## config.mk

```make
export PLATFORM = sky130hd
export DESIGN_NAME = loc2bus_master
export DESIGN_NICKNAME = d
export VERILOG_FILES = /design/src/rtl/loc2bus_pkg.sv /design/src/rtl/loc2bus_capture.sv /design/src/rtl/loc2bus_seq.sv /design/src/rtl/loc2bus_reply.sv /design/src/rtl/loc2bus_master.sv
export SDC_FILE = /design/constraint.sdc
export NUM_CORES = 1
export LEC_CHECK = 0
export CORE_ASPECT_RATIO = 1.25
export CORE_MARGIN = 2
export CORE_UTILIZATION = 25
export CTS_CLUSTER_DIAMETER = 40
export CTS_CLUSTER_SIZE = 20
export DETAILED_ROUTE_END_ITERATION = 16
export PLACE_DENSITY = 0.59
export SYNTH_ARGS = -nofsm -noshare
export SYNTH_HDL_FRONTEND = slang
export SYNTH_SLANG_ARGS = --single-unit
```

## constraint.sdc

```tcl
create_clock -name clk -period 2.8 [get_ports clk]
set_clock_uncertainty 0.2 [all_clocks]
set_input_delay 0.56 -clock clk [delete_from_list [all_inputs] [get_ports clk]]
set_output_delay 0.56 -clock clk [all_outputs]
set_load 0.005 [all_outputs]
```

## src/rtl/loc2bus_pkg.sv

```systemverilog
`timescale 1ns/1ps
package loc2bus_pkg;

    // Phase of the single-transfer sequencer.
    typedef enum logic {
        PH_IDLE = 1'b0,
        PH_BUS  = 1'b1
    } phase_e;

    // How the open cycle is being closed in the current clock.
    typedef enum logic [1:0] {
        FIN_NONE  = 2'd0,
        FIN_OK    = 2'd1,
        FIN_FAULT = 2'd2
    } fin_e;

    // A request is legal when exactly one direction is asked for.
    function automatic logic single_strobe(input logic wr, input logic rd);
        return wr ^ rd;
    endfunction

    // Error takes priority over acknowledge.
    function automatic fin_e classify(input logic live, input logic ack, input logic err);
        fin_e f;
        if (!live)     f = FIN_NONE;
        else if (err)  f = FIN_FAULT;
        else if (ack)  f = FIN_OK;
        else           f = FIN_NONE;
        return f;
    endfunction

endpackage

```

## src/rtl/loc2bus_capture.sv

```systemverilog
`timescale 1ns/1ps
module loc2bus_capture
    import loc2bus_pkg::*;
#(
    parameter int AW = 8,
    parameter int DW = 8
) (
    input  logic          clk,
    input  logic          rst,
    input  logic          idle,
    input  logic          wr,
    input  logic          rd,
    input  logic [AW-1:0] adr,
    input  logic [DW-1:0] wdat,
    output logic          launch,
    output logic          cap_we,
    output logic [AW-1:0] cap_adr,
    output logic [DW-1:0] cap_dat
);

    // Accept only from idle and only a single-direction request.
    always_comb begin
        launch = idle && single_strobe(wr, rd);
    end

    always_ff @(posedge clk) begin
        if (rst) begin
            cap_we  <= 1'b0;
            cap_adr <= '0;
            cap_dat <= '0;
        end else if (launch) begin
            cap_we  <= wr;
            cap_adr <= adr;
            cap_dat <= wr ? wdat : '0;
        end
    end

endmodule

```

## src/rtl/loc2bus_seq.sv

```systemverilog
`timescale 1ns/1ps
module loc2bus_seq
    import loc2bus_pkg::*;
(
    input  logic clk,
    input  logic rst,
    input  logic launch,
    input  logic ack_i,
    input  logic err_i,
    output logic cyc,
    output logic stb,
    output logic idle,
    output fin_e fin
);

    phase_e phase_q, phase_d;

    always_comb begin
        fin     = classify(phase_q == PH_BUS, ack_i, err_i);
        phase_d = phase_q;
        unique case (phase_q)
            PH_IDLE: if (launch)          phase_d = PH_BUS;
            PH_BUS:  if (fin != FIN_NONE) phase_d = PH_IDLE;
            default:                      phase_d = PH_IDLE;
        endcase
    end

    always_ff @(posedge clk) begin
        if (rst) begin
            phase_q <= PH_IDLE;
            cyc     <= 1'b0;
            stb     <= 1'b0;
        end else begin
            phase_q <= phase_d;
            cyc     <= (phase_d == PH_BUS);
            stb     <= (phase_d == PH_BUS);
        end
    end

    always_comb begin
        idle = (phase_q == PH_IDLE);
    end

    // STB never appears without CYC.
    p_stb_in_cyc_r1: assert property (@(posedge clk) disable iff (rst)
        stb |-> cyc);

endmodule

```

## src/rtl/loc2bus_reply.sv

```systemverilog
`timescale 1ns/1ps
module loc2bus_reply
    import loc2bus_pkg::*;
#(
    parameter int DW = 8
) (
    input  logic          clk,
    input  logic          rst,
    input  fin_e          fin,
    input  logic          cap_we,
    input  logic [DW-1:0] dat_i,
    output logic          l_ack,
    output logic          l_err,
    output logic [DW-1:0] l_rdat
);

    always_ff @(posedge clk) begin
        if (rst) begin
            l_ack  <= 1'b0;
            l_err  <= 1'b0;
            l_rdat <= '0;
        end else begin
            l_ack <= (fin == FIN_OK);
            l_err <= (fin == FIN_FAULT);
            if (fin == FIN_OK && !cap_we) begin
                l_rdat <= dat_i;
            end
        end
    end

    // completion pulses are exclusive and one clock wide.
    p_excl_r8: assert property (@(posedge clk) disable iff (rst)
        !(l_ack && l_err));
    p_one_clk_r8: assert property (@(posedge clk) disable iff (rst)
        (l_ack || l_err) |=> !(l_ack || l_err));

endmodule

```

## src/rtl/loc2bus_master.sv

```systemverilog
`timescale 1ns/1ps
module loc2bus_master
    import loc2bus_pkg::*;
#(
    parameter int AW = 8,
    parameter int DW = 8
) (
    input  logic          clk,
    input  logic          rst,
    input  logic          loc_wr,
    input  logic          loc_rd,
    input  logic [AW-1:0] loc_adr,
    input  logic [DW-1:0] loc_wdat,
    output logic [DW-1:0] loc_rdat,
    output logic          loc_ack,
    output logic          loc_err,
    output logic          bus_cyc,
    output logic          bus_stb,
    output logic          bus_we,
    output logic [AW-1:0] bus_adr,
    output logic [DW-1:0] bus_dat_o,
    input  logic [DW-1:0] bus_dat_i,
    input  logic          bus_ack,
    input  logic          bus_err
);

    logic idle;
    logic launch;
    logic cap_we;
    fin_e fin;

    loc2bus_capture #(.AW(AW), .DW(DW)) u_capture (
        .clk     (clk),
        .rst     (rst),
        .idle    (idle),
        .wr      (loc_wr),
        .rd      (loc_rd),
        .adr     (loc_adr),
        .wdat    (loc_wdat),
        .launch  (launch),
        .cap_we  (cap_we),
        .cap_adr (bus_adr),
        .cap_dat (bus_dat_o)
    );

    loc2bus_seq u_seq (
        .clk    (clk),
        .rst    (rst),
        .launch (launch),
        .ack_i  (bus_ack),
        .err_i  (bus_err),
        .cyc    (bus_cyc),
        .stb    (bus_stb),
        .idle   (idle),
        .fin    (fin)
    );

    loc2bus_reply #(.DW(DW)) u_reply (
        .clk    (clk),
        .rst    (rst),
        .fin    (fin),
        .cap_we (cap_we),
        .dat_i  (bus_dat_i),
        .l_ack  (loc_ack),
        .l_err  (loc_err),
        .l_rdat (loc_rdat)
    );

    // Direction is shown on the bus only while a cycle is open.
    always_comb begin
        bus_we = bus_cyc && cap_we;
    end

    // a single strobe from idle opens a cycle on the next clock.
    p_launch_r1: assert property (@(posedge clk) disable iff (rst)
        (!bus_cyc && (loc_wr ^ loc_rd)) |=> (bus_cyc && bus_stb));
    // a double strobe from idle opens nothing.
    p_double_drop_r2: assert property (@(posedge clk) disable iff (rst)
        (!bus_cyc && loc_wr && loc_rd) |=> !bus_cyc);
    // the address holds while the cycle stays open.
    p_adr_hold_r3: assert property (@(posedge clk) disable iff (rst)
        (bus_cyc && !bus_ack && !bus_err) |=> $stable(bus_adr));
    // a write carries the strobe-time address and data.
    p_write_fields_r4: assert property (@(posedge clk) disable iff (rst)
        (!bus_cyc && loc_wr && !loc_rd) |=>
            (bus_we && bus_dat_o == $past(loc_wdat) && bus_adr == $past(loc_adr)));
    // a read drives WE low.
    p_read_we_r4: assert property (@(posedge clk) disable iff (rst)
        (!bus_cyc && loc_rd && !loc_wr) |=> !bus_we);
    // acknowledge closes the cycle and pulses the local ack.
    p_ack_close_r5: assert property (@(posedge clk) disable iff (rst)
        (bus_cyc && bus_ack && !bus_err) |=> (!bus_cyc && !bus_stb && loc_ack && !loc_err));
    // error closes the cycle and pulses the local error.
    p_err_close_r6: assert property (@(posedge clk) disable iff (rst)
        (bus_cyc && bus_err) |=> (!bus_cyc && loc_err && !loc_ack));
    // a strobe during an open cycle does not reopen at the completing edge.
    p_busy_ignore_r7: assert property (@(posedge clk) disable iff (rst)
        (bus_cyc && (bus_ack || bus_err)) |=> !bus_cyc);
    // no completion pulse without a cycle having been open.
    p_no_stray_r8: assert property (@(posedge clk) disable iff (rst)
        !$past(bus_cyc) |-> !(loc_ack || loc_err));
    // reset clears every control and result output.
    p_reset_r9: assert property (@(posedge clk)
        rst |=> (!bus_cyc && !bus_stb && !bus_we && !loc_ack && !loc_err && loc_rdat == '0));

endmodule

```

# Word level (Yosys, flattened, before mapping)
# Cells that the tools add are included.
[word_totals]
inputBits = 30
wordCells = 23
out_inout_bits = 29
ff_bits = 28
[op_classes]
mux = 7
reduce_logical = 5
n_eq_ne = 2
bitwise_logic = 2
[ops]
columns = ["op", "n"]
rows = [
  ["$mux W8", 1],
  ["$mux W2", 2],
  ["$logic_and A1 B1 Y1", 3],
  ["$mux W1", 3],
  ["$eq A2 B1 Y1 const B", 1],
  ["$eq A2 B2 Y1 const B", 1],
  ["$pmux W1 S2", 1],
  ["$reduce_bool A2 Y1", 1],
  ["$logic_not A1 Y1", 1],
  ["$not A1 Y1", 1],
  ["$xor A1 B1 Y1", 1],
]

# Longest topological paths before layout
[depth]
depth_word = 6
ltp_mapped = 5
mapped_depth_nobuf = 3

# Cells and area by module
# A second synthesis with hierarchy kept.
[hier_totals]
hier_cells = 129
area_unflattened_um2 = 1283.7
[by_module_without_submodules]
columns = ["mod", "seq_area_each_um2", "n_inst", "cells_each", "area_each_um2"]
rows = [
  ["loc2bus_capture", 340.3, 1, 81, 782.0],
  ["loc2bus_reply", 200.2, 1, 39, 424.2],
  ["loc2bus_seq", 20.0, 1, 8, 71.3],
  ["loc2bus_master", 0.0, 1, 1, 6.3],
]

# Worst setup path before layout
# Ideal clock, no wire load.
[synth_path]
path_kind = "input to register"
startpoint = "in loc_wr"
endpoint = "reg u_capture.cap_we"
t_required_ps = 2479
n_path_buf = 1
path_stages = 4
setup_ps = 121
arrival_time_ps = 1336
slack_ps = 1143
path_cell_list = "buf_6 xnor2_2 nor2_4 mux2_4"
[synth_via]
elab_chain_len = 2
[synth_lines]
columns = ["item", "line_no", "text"]
rows = [
  ["start, declared", "loc2bus_master.sv:10", "input logic loc_wr,"],
  ["$xor A1 B1 Y1", "loc2bus_pkg.sv:19", "return wr ^ rd;"],
  ["$logic_and A1 B1 Y1", "loc2bus_capture.sv:23", "launch = idle && single_strobe(wr, rd);"],
  ["end signal, assigned", "loc2bus_capture.sv:32", "cap_we <= wr;"],
  ["end, declared", "loc2bus_capture.sv:16", "output logic cap_we,"],
]
# Parallel ways exist; a longest one is shown, timed or not.
# A chain may end at the register's enable or synchronous reset.

# Final worst setup path
[layout_path]
startpoint = "in loc_wr"
endpoint = "reg u_capture.cap_dat[0]"
[layout_via]
elab_chain_len = 2
word_cells_on_any_way = 3
classes_between = "1 x mux; 1 x bitwise; 1 x reduce/logical"
[layout_lines]
columns = ["item", "line_no", "text"]
rows = [
  ["$xor A1 B1 Y1", "loc2bus_pkg.sv:19", ""],
  ["$logic_and A1 B1 Y1", "loc2bus_capture.sv:23", ""],
  ["end signal, assigned", "loc2bus_capture.sv:34", "cap_dat <= wr ? wdat : '0;"],
  ["end, declared", "loc2bus_capture.sv:18", "output logic [DW-1:0] cap_dat"],
]
# Parallel ways exist; a longest one is shown, timed or not.

==> insert_results.sql <==
INSERT INTO impl_metrics (metric_group, metric, value, unit) VALUES
('setup_path', 'path_cells', 'clkdlybuf4s50_1, xor2_2, nand4b_1, a21oi_2', ''),
('synthesis', 'syn_area', '0.00124', 'mm²'),
('min_path', 'min_path_cells', '2', ''),
('setup_path', 'critPathRequiredTime', '2.81', 'ns'),
('synthesis', 'synth.distinct_cells', '26', ''),
('min_path', 'endpoint_worst_hold', 'u_capture.cap_dat[7]$_SDFFE_PP0P_', ''),
('setup_path', 'slowest_delay', '0.68', 'ns'),
('setup_path', 'worst-r2r-setup-slack', '0.87', 'ns'),
('drt', 'drc', '0', ''),
('die', 'num_io_pins', '59', ''),
('grt', 'grt_first_pass_wirelength', '4880', 'µm'),
('die', 'floorplan.rows', '28', ''),
('setup_path', 'end_kind', 'register', ''),
('power_and_ir_drop', 'power.density_cell_area', '444', 'mW/mm²'),
('drt', 'routedWlPerCell', '13.7', 'µm'),
('grt', 'grt_pass1_vias', '1084', ''),
('timing', 'setup_viol', '0', ''),
('setup_path', 'worstReg2RegEnd', 'u_reply.l_rdat[2]$_SDFFE_PP0P_', ''),
('cells_and_area', 'area_growth', '51.6', '%'),
('synthesis', 'synth-seq-cells', '28', ''),
('clock_network', 'postCtsSetupRepairBufs', '0', ''),
('place', 'io_buffer_count', '58', ''),
('timing', 'post-route-period-util', '74.2', '%'),
('grt', 'grt_remaining_overflow', '0', ''),
('drt', 'via_count', '1045', ''),
('synthesis', 'ys_async_sr_fraction', '0', '%'),
('timing', 'rsz0062_at_grt', 'false', ''),
('clock_network', 'path_clk_slew', '0.09', 'ns'),
('setup_path', 'setup.worst_path.start_class', 'primary input', ''),
('drt', 'drt-initial-drc-count', '38', ''),
('run_status', 'run_status', 'completed', ''),
('timing', 'max_slew_margin', '64.0', '%'),
('setup_path', 'critPathMaxFanout', '12', ''),
('setup_path', 'class_of_the_most_critical_setup_path', 'primary input to register', ''),
('power_and_ir_drop', 'vdd.ir_drop.worst', '0.196', 'mV'),
('timing', 'clock.fmax', '0.481', 'GHz'),
('timing', 'pins_over_slew_limit', '0', ''),
('grt', 'grt_max_degree', '30', ''),
('synthesis', 'yosys.area.top_type_share', '45.3', '%'),
('power_and_ir_drop', 'totalPowerFinal', '0.000834', 'W'),
('synthesis', 'syn_area_per_cell', '10.7', 'µm²'),
('synthesis', 'mappedNetlistNets', '146', ''),
('clock_network', 'htree_levels', '1', ''),
('job', 'max-cap-violations', '0', ''),
('clock_network', 'clock_tree_from_tritoncts', 'done', ''),
('synthesis', 'netlist_instances', '116', ''),
('setup_path', 'worstRegToRegCells', '4', ''),
('die', 'die-width', '67.0', 'µm'),
('synthesis', 'ys_warn_count', '0', ''),
('clock_network', 'clock_tree.buffer_depth', '2', ''),
('die', 'effective_utilization_at_floorplan', '26.0', '%'),
('setup_path', 'timing.critical_path.slowest_stage_cell', 'clkdlybuf4s50_1', ''),
('cells_and_area', 'num-nets-final', '201', ''),
('place', 'placedCellCount', '226', ''),
('place', 'routabilityCongestion', '0.668', ''),
('clock_network', 'number_of_clock_sinks_seen_by_cts', '28', ''),
('clock_network', 'clockRootBuffer', 'clkbuf_8', ''),
('timing', 'worst-slew-pin-transition', '0.539', 'ns'),
('die', 'design.die.area', '0.00554', 'mm²'),
('timing', 'timing.setup.tns', '0', 'ns'),
('cells_and_area', 'final_core_utilization', '39.4', '%'),
('timing', 'number_of_hold_slack_violations_in_the_final_timing_report', '0', ''),
('drt', 'drt-total-wl', '3130', 'µm'),
('cells_and_area', 'antenna_cells', '0', ''),
('die', 'die_height', '82.7', 'µm'),
('clock_network', 'post_cts_resize_count', '0', ''),
('synthesis', 'synth_edf_count', '0', ''),
('setup_path', 'regToRegStartpoint', 'u_seq.cyc$_SDFF_PP0_', ''),
('synthesis', 'synth.yosys.seq_area_share', '45.3', '%'),
('timing', 'final_period_minus_worst_setup_slack', '2.08', 'ns'),
('clock_network', 'worst_skew_pair.late_latency', '0.26', 'ns');
[routing by layer]
layer  track usage (%)  part of all wire [%]  up-vias
met3              2.85                   6.8        4
met5                 0                     0        -
met2              20.1                    53       32
met4              5.51                  0.99        0
li1                  -                     -      509
met1              13.3                    39      500
[critical path, delay by kind of cell]
family,cells,cell delay (ns)
buffers and inverters,1,0.68
AOI/OAI and AO/OA,1,0.16
and+or+nand+nor,1,0.19
xor gates and xnor gates,1,0.49
[synth_stat cells (2+ instances only)]
library cell and number:
nor2b_1 2, o21ai_2 10, nand2_1 5, a21oi_1 4
nand3b_1 8, buf_4 6, nor2_1 9, dfxtp_1 28
nand4b_1 4, o21ai_0 2, buf_6 2, mux2i_1 12
a21oi_2 8, nand2b_1 4
[layout by cell type (no fill, tap or decap), types with 5 or more instances in the layout]
cell and count:
clkdlybuf4s50_1 58, a21oi_2 8, nand2_1 5, mux2i_1 12, nand3b_1 8, nor2_1 9
o21ai_2 10, dfxtp_1 28
[area by class of cell]
| cell class | count | area [µm²] |
|---|---|---|
| clock buffers | 3 | 41.3 |
| fillers | 490 | 2890 |
| multi-input cells | 77 | 598 |
| flip-flops and latches | 28 | 561 |
| well taps | 60 | 75.1 |
| repair buffers | 61 | 603 |
[power breakdown]
group          switching, W  internal, W
Combinational     0.0000787     0.000112
Clock              0.000114    0.0000963
Sequential        0.0000132     0.000419
Total              0.000206     0.000627
[cell families after synthesis]
logic type	share of synthesized area [%]
and+or+nand+nor	18.8
xor gates and xnor gates	2.63
buffers and inverters	6.46
AOI/OAI and AO/OA	16.0
muxes	10.9
DFF	45.3
[through the flow]
stage               setup slack (ns)  area (µm²)  hold WS [ns]
floorplan                       1.14        1240         0.256
global placement               0.444        1840         0.251
detailed placement             0.434        1840         0.252
CTS                            0.716        1880         0.265
global route                   0.597        1880         0.275
finish                         0.723        1880         0.263
[how the worst max path moves through the flow]
stage,startpoint,endpoint,slack [ns],cells past startpoint
after floorplan,loc_wr,u_capture.cap_we$_SDFFE_PP0P_,1.14,4
after global placement,loc_wr,u_capture.cap_dat[0]$_SDFFE_PP0P_,0.44,4
after detailed placement,loc_wr,u_capture.cap_dat[0]$_SDFFE_PP0P_,0.43,4
after CTS,u_seq.cyc$_SDFF_PP0_,bus_we,0.72,2
after global routing,loc_wr,u_capture.cap_dat[0]$_SDFFE_PP0P_,0.60,4
final,loc_wr,u_capture.cap_dat[0]$_SDFFE_PP0P_,0.72,4
[registers in the layout, indices dropped and copies added (netlist names)]
signal	count
u_capture.cap_adr	8
u_reply.l_ack	1
u_reply.l_err	1
u_seq.cyc	1
u_capture.cap_we	1
u_capture.cap_dat	8
u_reply.l_rdat	8
(Power assumes the default switching activity.)
